File: config.mk
export PLATFORM = sky130hd
export DESIGN_NAME = osd_mix_sel
export DESIGN_NICKNAME = d
export VERILOG_FILES = /design/src/rtl/osd_mix_pkg.sv /design/src/rtl/osd_mode_dec.sv /design/src/rtl/osd_chan_calc.sv /design/src/rtl/osd_mix_sel.sv
export SDC_FILE = /design/constraint.sdc
export NUM_CORES = 1
export LEC_CHECK = 0
export BUFFER_PORTS_ARGS = -buffer_cell sky130_fd_sc_hd__buf_2
export CORE_ASPECT_RATIO = 0.75
export CORE_MARGIN = 8
export CORE_UTILIZATION = 26
export DETAILED_ROUTE_END_ITERATION = 6
export HOLD_SLACK_MARGIN = 0.02
export PLACE_DENSITY_LB_ADDON = 0.1
export RECOVER_POWER = 100
export SETUP_SLACK_MARGIN = 0.5
export SLEW_MARGIN = 20
export SYNTH_ARGS = -nofsm -noshare
export SYNTH_HDL_FRONTEND = slang
export SYNTH_SLANG_ARGS = --single-unit
export TNS_END_PERCENT = 20
File: constraint.sdc
create_clock -name clk -period 0.8 [get_ports clk]
set_input_delay 0.2 -clock clk [delete_from_list [all_inputs] [get_ports clk]]
set_output_delay 0.2 -clock clk [all_outputs]
set_load 0.01 [all_outputs]
File: src/rtl/osd_mix_pkg.sv
package osd_mix_pkg;
  typedef enum logic [1:0] {
    MD_VIDEO = 2'd0,
    MD_OSD   = 2'd1,
    MD_SEMI  = 2'd2,
    MD_BLANK = 2'd3
  } mix_mode_e;
endpackage

File: src/rtl/osd_mode_dec.sv
module osd_mode_dec
  import osd_mix_pkg::*;
#(
  parameter int NCH = 3,
  parameter logic [NCH-1:0] SEMI_PAT = 3'b101
) (
  input  logic           blank_in,
  input  logic           fblank_in,
  input  logic           seethru_en,
  input  logic [NCH-1:0] osd_bits,
  output mix_mode_e      mode
);
  always_comb begin
    if (blank_in)                                   mode = MD_BLANK;
    else if (!fblank_in)                            mode = MD_VIDEO;
    else if (seethru_en && (osd_bits == SEMI_PAT))  mode = MD_SEMI;
    else                                            mode = MD_OSD;
  end
endmodule

File: src/rtl/osd_chan_calc.sv
module osd_chan_calc
  import osd_mix_pkg::*;
#(
  parameter int VID_W   = 8,
  parameter int BRT_W   = 8,
  parameter int CON_W   = 8,
  parameter int OSD_W   = 4,
  parameter int DC_W    = 4,
  parameter int DRV_W   = 8,
  parameter int OUT_W   = 9,
  parameter int DC_STEP  = 16,
  parameter int OSD_STEP = 16,
  parameter int BLK_GAP  = 24
) (
  input  mix_mode_e         mode,
  input  logic              osd_bit,
  input  logic [VID_W-1:0]  vid,
  input  logic [BRT_W-1:0]  brt,
  input  logic [CON_W-1:0]  con,
  input  logic [OSD_W-1:0]  osd_lvl,
  input  logic [DC_W-1:0]   dc,
  input  logic [DRV_W-1:0]  drv,
  output logic [OUT_W-1:0]  code
);
  localparam int ACC_W = VID_W + CON_W + BRT_W + DRV_W + DC_W + 8;
  localparam logic [ACC_W-1:0] OUT_MAX = ACC_W'((1 << OUT_W) - 1);

  logic [ACC_W-1:0] vprod, content, dc_base, pedestal, scaled, total;

  always_comb begin
    vprod    = ACC_W'(vid) * ACC_W'(con);
    dc_base  = ACC_W'(dc) * ACC_W'(DC_STEP);
    pedestal = dc_base + ACC_W'(BLK_GAP);
    unique case (mode)
      MD_VIDEO: content = vprod >> CON_W;
      MD_SEMI:  content = vprod >> (CON_W + 1);
      MD_OSD:   content = osd_bit ? ACC_W'(osd_lvl) * ACC_W'(OSD_STEP) : '0;
      default:  content = '0;
    endcase
    scaled = (ACC_W'(drv) * (ACC_W'(brt) + content)) >> DRV_W;
    total  = (mode == MD_BLANK) ? dc_base : pedestal + scaled;
    code   = (total > OUT_MAX) ? OUT_MAX[OUT_W-1:0] : total[OUT_W-1:0];
  end
endmodule

File: src/rtl/osd_mix_sel.sv
module osd_mix_sel
  import osd_mix_pkg::*;
#(
  parameter int NCH   = 3,
  parameter int VID_W = 8,
  parameter int BRT_W = 8,
  parameter int CON_W = 8,
  parameter int OSD_W = 4,
  parameter int DC_W  = 4,
  parameter int DRV_W = 8,
  parameter int OUT_W = 9,
  parameter int DC_STEP  = 16,
  parameter int OSD_STEP = 16,
  parameter int BLK_GAP  = 24
) (
  input  logic                 clk,
  input  logic                 rst_n,
  input  logic                 blank_in,
  input  logic                 fblank_in,
  input  logic                 seethru_en,
  input  logic [NCH-1:0]       osd_bits,
  input  logic [NCH*VID_W-1:0] vid_in,
  input  logic [BRT_W-1:0]     bright,
  input  logic [CON_W-1:0]     contrast,
  input  logic [OSD_W-1:0]     osd_lvl,
  input  logic [DC_W-1:0]      dc_lvl,
  input  logic [NCH*DRV_W-1:0] drv_gain,
  output logic [NCH*OUT_W-1:0] out_code
);
  localparam logic [NCH-1:0] SEMI_PAT = NCH'(3'b101);

  mix_mode_e            mode;
  logic [NCH*OUT_W-1:0] code_nxt;

  osd_mode_dec #(.NCH(NCH), .SEMI_PAT(SEMI_PAT)) u_dec (
    .blank_in   (blank_in),
    .fblank_in  (fblank_in),
    .seethru_en (seethru_en),
    .osd_bits   (osd_bits),
    .mode       (mode)
  );

  for (genvar n = 0; n < NCH; n++) begin : g_ch
    osd_chan_calc #(
      .VID_W(VID_W), .BRT_W(BRT_W), .CON_W(CON_W), .OSD_W(OSD_W),
      .DC_W(DC_W), .DRV_W(DRV_W), .OUT_W(OUT_W),
      .DC_STEP(DC_STEP), .OSD_STEP(OSD_STEP), .BLK_GAP(BLK_GAP)
    ) u_ch (
      .mode    (mode),
      .osd_bit (osd_bits[n]),
      .vid     (vid_in[n*VID_W +: VID_W]),
      .brt     (bright),
      .con     (contrast),
      .osd_lvl (osd_lvl),
      .dc      (dc_lvl),
      .drv     (drv_gain[n*DRV_W +: DRV_W]),
      .code    (code_nxt[n*OUT_W +: OUT_W])
    );
  end

  always_ff @(posedge clk or negedge rst_n) begin
    if (!rst_n) out_code <= '0;
    else        out_code <= code_nxt;
  end
endmodule

==> results.md, run 1 <==
- Run status: complete, but fails checks
- Failing checks: negative setup slack
- Met3 track utilization from global routing: 1.38%
- Final count of hold timing violations: 0
- Wire length after detailed routing: between 40000 and 50000 um
- Syn Nets: 2345
- TritonCTS Sinks: 27
- Pre-CTS WS: -10.80 ns
- Number of optimization iterations in the first detailed-route pass: 5
- Post-route design area: approximately 22000 um2
- Total Routing Usage GR: 13.5%
- Most used flip-flop cell after synthesis: dfrtp_1
- Headroom to the max-slew limit: roughly half
- Total number of yosys warnings: 0
- Reg with most FFs: out_code
- Gate count of the mapped netlist: between 1500 and 2000
- Slowest cell on the critical path: fa_1
- Number of buffers added on ports: 106
- Classification of the worst-slack hold path: primary input to asynchronous set/reset pin
- Max Clock Freq: 0.0968 GHz
- Time the worst path needs with I/O delays and setup: approximately 10 ns
- Horizontal extent of the die: 298 um
- Final HPWL DP: approximately 41000 um
- Placement Cell Area: ~20000 um2
- Share of post-route cells with drive strength above 1: around 34%
- Antenna violation net count after detailed routing: 0
- Clock tree buffer depth: 2
- Last weighted congestion value of the routability-driven placer: roughly 0.8
- Max FO, Critical Path: 8
- Sequential-to-total area share from yosys stat: 4.37%
- Global routing usage on met2: 21.2%
- Max incr delay on CP: approximately 0.51 ns
- Global-route met1 utilization: around a fifth
- Number of storage elements in the synthesis netlist: 27
- Vias per cell: between 4 and 5
- Most congested layer reported by global routing: met2
- Count of final max-slew check failures: 0
- Area of the mapped netlist: about 15000 um2
- Largest register FFs: 27
- Number of buffers inserted during clock tree synthesis: 3
- Effective utilization at floorplan: a little over a quarter
- Overall die area: around 68000 um2
- Library cell used as clock root buffer: clkbuf_16
- Top cells by area, synth: fa_1 (30%), ha_1 (20%), and2_1 (12%)
- Cell row count: 77
- First-pass GRT wire length: approximately 76000 um
- Layout filler cell count: 6021
- Crit path capture type: flop
- Count of maximum capacitance violations: 0
- Async S/R FF share, synth: 100%
- Setup slack after layout: -9.53 ns
- Data required time of the critical path: around 0.93 ns
- Most frequent cell on the critical path: fa_1
- Die Span Y: about 230 um
- Pin count of the biggest net entering global routing: 28
- Min Hold Slack: 0.0542 ns
- Area fraction of the dominant cell type after synthesis: between 30% and 40%
- Slew of the pin with the lowest slew margin: between 0.7 and 0.8 ns
- Startpoint-to-endpoint class of the critical path: primary input to flop
- Global route overflow: 0
- RSZ-0062 raised after global routing: true
- Detailed-route wire length per cell: around 15 um
- Startpoint type of the worst setup path: primary input
- Antenna violations before repair: 2
- Count of flip-flops with a built-in enable after synthesis: 0
- Share of the cycle needed by the critical path after routing: 1290%
- Nets: a little under 3000
- Arrival @ worst endpoint: roughly 10 ns
- Htree depth: 1
- Biggest regs: out_code: 27 flops
- Vias after detailed routing: between 10000 and 15000
- Layout overhead on the synthesized area: 42.4%
- Boundary Pins: around 110
- TritonCTS clock tree: built
- Post-CTS clock slew at the launch and capture registers of the worst setup and hold paths: 0.07 ns
- Cell type with the highest aggregate area in the netlist: fa_1
- Drc violations: 0
- Mean instance size in the synthesized netlist: slightly below 9 um2
- Total of endpoints with negative setup slack in the final report: 54
- Count of cell types in the netlist: 72
- Placeable core region: ~59000 um2
- Number of global-route vias before repair: 14375
- Drt initial violations: 479
## worst paths after layout
kind | startpoint | end | slack [ns]
max in group asynchronous | rst_n | out_code[0]$_DFF_PN0_ | 0.30
worst min-delay path | rst_n | out_code[25]$_DFF_PN0_ | 0.05
worst max-delay path | contrast[2] | out_code[22]$_DFF_PN0_ | -9.53
min in group clk | dc_lvl[3] | out_code[7]$_DFF_PN0_ | 0.38
## critical path, delay by kind of cell
family	cells	cell delay (ns)
compound gates	13	1.98
xor+xnor	3	0.39
simple gates	12	1.84
buf+inv	12	1.18
fa+ha+maj	12	4.85
## per-layer routing
layer,up-vias,wire [um]
met5,-,0
met1,6948,24900
met3,6,1200
li1,6836,-
met4,0,189
met2,126,20700
## synth_stat cells, drive strengths merged (9+ instances only)
cell type,instances
nand2,119
xor2,26
nand4,9
o21a,12
clkbuf,25
fa,234
ha,253
nor3,16
nand2b,13
a31oi,26
a21o,22
o21ai,55
dfrtp,27
and2,294
nor2b,31
and3,11
inv,312
nand3,14
a21oi,63
nor2,61
xnor2,51
## timing repair
item | CTS | global route
cloned | 2 | 1
endpoints found under the setup margin | 54 | 54
buffers inserted | 40 | 13
pin swaps | 130 | 123
resized for setup | 182 | 81
hold endpoints to repair | 27 | 27
## kinds of logic (layout without fill, tap and decap cells)
logic type | Yosys count | in the layout | synth area share [%]
simple gates | 593 | 593 | 21.1
fa+ha+maj | 487 | 487 | 50.8
buf+inv | 340 | 874 | 8.27
compound gates | 249 | 251 | 10.7
xor+xnor | 77 | 77 | 4.36
flops | 27 | 27 | 4.37
mux | 5 | 5 | 0.324
other cells | 0 | 4 | 0
## cell usage in the layout (no fill, tap or decap), types with 35 or more instances in the layout
master     n
nor2_1    55
and2_1   277
buf_2     90
nand2_1  102
xnor2_1   38
buf_4    429
inv_1    287
ha_1     223
fa_1     216
a21oi_1   35
## layout make-up
| type | count | area, um2 | area share [%] |
|---|---|---|---|
| Antenna cell | 4 | 10.0 | 0.0455 |
| Clock buffer | 3 | 75.1 | 0.341 |
| Clock inverter | 1 | 7.51 | 0.0341 |
| Inverter | 313 | 1170 | 5.34 |
| Multi-Input combinational cell | 1413 | 14900 | 67.6 |
| Sequential cell | 27 | 676 | 3.07 |
| Tap cell | 790 | 988 | 4.49 |
| Timing Repair Buffer | 557 | 4190 | 19.0 |
## stage by stage
step                      util, %  cells  TNS (ns)
after floorplan                 -   1778   -250.09
after global placement       34.5   3044   -278.68
after detailed placement     34.5   3044   -280.55
after CTS                    36.6   3090   -260.62
after global routing         37.4   3105   -273.10
final                        37.4   3108   -259.19
Power of run 1 is left out: the tool's default activity adds up to more than one toggle a clock period on the data nets, which glitch-free logic cannot reach.
==> inputs of run 2 (changes only) <==
==> constraint.sdc (replaced) <==
create_clock -name clk -period 12.65 [get_ports clk]
set_input_delay 3.1625 -clock clk [delete_from_list [all_inputs] [get_ports clk]]
set_output_delay 3.1625 -clock clk [all_outputs]
set_load 0.01 [all_outputs]
==> results.md, run 2 (synthesis gave the netlist of run 1 again) <==
- Run status: complete, but fails checks (unchanged)
- Failing checks: negative setup slack (unchanged)
- Vias after detailed routing: 13371 (was 13916)
- Highest-count cells in the layout ignoring fill and taps: buf_4 (319), inv_1 (298), and2_1 (278), ha_1 (232), fa_1 (220) (was buf_4 (429), inv_1 (287), and2_1 (277), ha_1 (223), fa_1 (216))
- Max Clock Freq: 0.0746 GHz
- Nets: 2763 (was 2882)
- Commonest non-fill, non-tap cell in the layout: buf_4 (unchanged)
- Detailed-route wire length per cell: 15.0 um (was 15.1 um)
- Most frequent cell on the critical path: fa_1 (unchanged)
- First-pass GRT wire length: 72800 um (was 76000 um)
- Share of post-route cells with drive strength above 1: 26.9% (was 34.4%)
- Total Routing Usage GR: 13.0% (was 13.5%)
- Slowest cell on the critical path: fa_1 (unchanged)
- Startpoint type of the worst setup path: primary input (unchanged)
- Post-route design area: 20500 um2 (was 22000 um2)
- Pre-CTS WS: -1.56 ns (was -10.80 ns)
- Time the worst path needs with I/O delays and setup: roughly 13 ns
- Largest register FFs: 27 (unchanged)
- Last weighted congestion value of the routability-driven placer: 0.824 (was 0.812)
- Data required time of the critical path: 12.84 ns (was 0.93 ns)
- Number of optimization iterations in the first detailed-route pass: 5 (unchanged)
- Placeable core region: 58900 um2 (unchanged)
- Total of endpoints with negative setup slack in the final report: 27 (was 54)
- Classification of the worst-slack hold path: primary input to asynchronous set/reset pin (unchanged)
- Antenna violation net count after detailed routing: 0 (unchanged)
- Layout filler cell count: 6178 (was 6021)
- Share of the cycle needed by the critical path after routing: 106%
- Die Span Y: 227 um (unchanged)
- Number of buffers added on ports: 106 (unchanged)
- Vias per cell: 4.48 (about the same)
- Cell row count: 77 (unchanged)
- Library cell used as clock root buffer: clkbuf_16 (unchanged)
- Max FO, Critical Path: 7 (was 8)
- Slew of the pin with the lowest slew margin: 1.45 ns (was 0.726 ns)
- Startpoint-to-endpoint class of the critical path: primary input to flop (unchanged)
- TritonCTS Sinks: 27 (unchanged)
- Startpoint of the worst setup timing path: vid_in[4] (was contrast[2])
- Overall die area: 67600 um2 (unchanged)
- Headroom to the max-slew limit: 3.45% (was 51.2%)
- Number of global-route vias before repair: 13831 (was 14375)
- Count of final max-slew check failures: 0 (unchanged)
- Pin count of the biggest net entering global routing: 28 (unchanged)
- Crit path capture type: flop (unchanged)
- Wire length after detailed routing: 44800 um (was 47000 um)
- Placement Cell Area: 19400 um2 (was 20300 um2)
- RSZ-0062 raised after global routing: true (unchanged)
- Final HPWL DP: 40100 um (was 41400 um)
- Horizontal extent of the die: 298 um (unchanged)
- Number of hold buffers added after cts: 0
- Layout overhead on the synthesized area: 32.6% (was 42.4%)
- Global route overflow: 0 (unchanged)
- Max incr delay on CP: 0.58 ns (was 0.51 ns)
- Arrival @ worst endpoint: 13.59 ns (was 10.45 ns)
- Drc violations: 0 (unchanged)
- TritonCTS clock tree: built (unchanged)
- Drt initial violations: 524 (was 479)
- Htree depth: 1 (unchanged)
- Post-CTS clock slew at the launch and capture registers of the worst setup and hold paths: 0.07 ns (about the same)
- Final count of hold timing violations: 0 (unchanged)
- Antenna violations before repair: 3 (was 2)
- Clock tree buffer depth: 2 (unchanged)
- Setup slack after layout: -0.751 ns (was -9.53 ns)
- Biggest regs: out_code: 27 flops (unchanged)
- Number of buffers inserted during clock tree synthesis: 3 (unchanged)
- Reg with most FFs: out_code (unchanged)
- Count of maximum capacitance violations: 0 (unchanged)
- Boundary Pins: 107 (unchanged)
- Effective utilization at floorplan: 26.3% (unchanged)
## run 2: cell count changes in the layout (fill, tap and decap cells not counted), moves of 5 or more
| cell | previous run | this run |
|---|---|---|
| inv_1 | 287 | 298 |
| inv_2 | 25 | 14 |
| ha_4 | 25 | 15 |
| buf_6 | 24 | 11 |
| o21ai_0 | 22 | 29 |
| clkbuf_1 | 0 | 28 |
| nand2_1 | 102 | 107 |
| buf_2 | 90 | 69 |
| nand2_2 | 14 | 8 |
| ha_1 | 223 | 232 |
| a31oi_4 | 8 | 3 |
| buf_4 | 429 | 319 |
## run 2: layout make-up
cell class / instances / area (um2) / area share, %
antenna: 1 / 2.50 / 0.0122
clock buffer: 3 / 75.1 / 0.366
inverter: 313 / 1170 / 5.73
sequential: 27 / 676 / 3.30
tap: 790 / 988 / 4.82
clock inverter: 1 / 7.51 / 0.0366
multi-input combinational: 1412 / 14400 / 70.2
timing repair buffer: 439 / 3190 / 15.6
## run 2: how the worst max path moves through the flow
stage                                   to  slack, ns  depth (start not counted)
floorplan            out_code[4]$_DFF_PN0_      -0.44                         49
global placement    out_code[23]$_DFF_PN0_      -1.59                         45
detailed placement  out_code[23]$_DFF_PN0_      -1.56                         45
CTS                 out_code[23]$_DFF_PN0_      -0.79                         53
global route         out_code[7]$_DFF_PN0_      -1.28                         49
finish               out_code[7]$_DFF_PN0_      -0.75                         50
## run 2: what timing repair did
item | CTS | global route
setup buffers | 40 | 2
pin swaps | 100 | 22
setup endpoints to repair | 27 | 27
gates cloned | 2 | 0
gates resized for setup | 121 | 29
## run 2: worst max-delay path, delay by kind of cell
kind,cells,cell delay [ns]
xor+xnor,2,0.21
fa+ha+maj,12,5.10
simple gates,6,0.50
compound gates,20,3.81
buf+inv,10,0.80
## run 2: layer usage
metal	track usage (%)	wire (um)	up-vias
met2	20.3	19500	117
met5	0	13	-
met1	20.3	24000	6650
met3	1.06	1180	16
met4	0.407	156	2
li1	-	-	6586
## run 2: per-stage QoR
step           std cells  TNS [ns]  hold slack, ns  util [%]
4_1_cts             2983    -19.68            2.92      34.6
3_3_place_gp        2937    -35.03            3.20      33.0
2_1_floorplan       1778    -10.07            2.87         -
5_1_grt             2985    -33.02            3.33      34.8
6_report            2986    -18.43            3.23      34.8
3_5_place_dp        2937    -38.37            3.21      33.0
Power of run 2 is left out for the same reason.
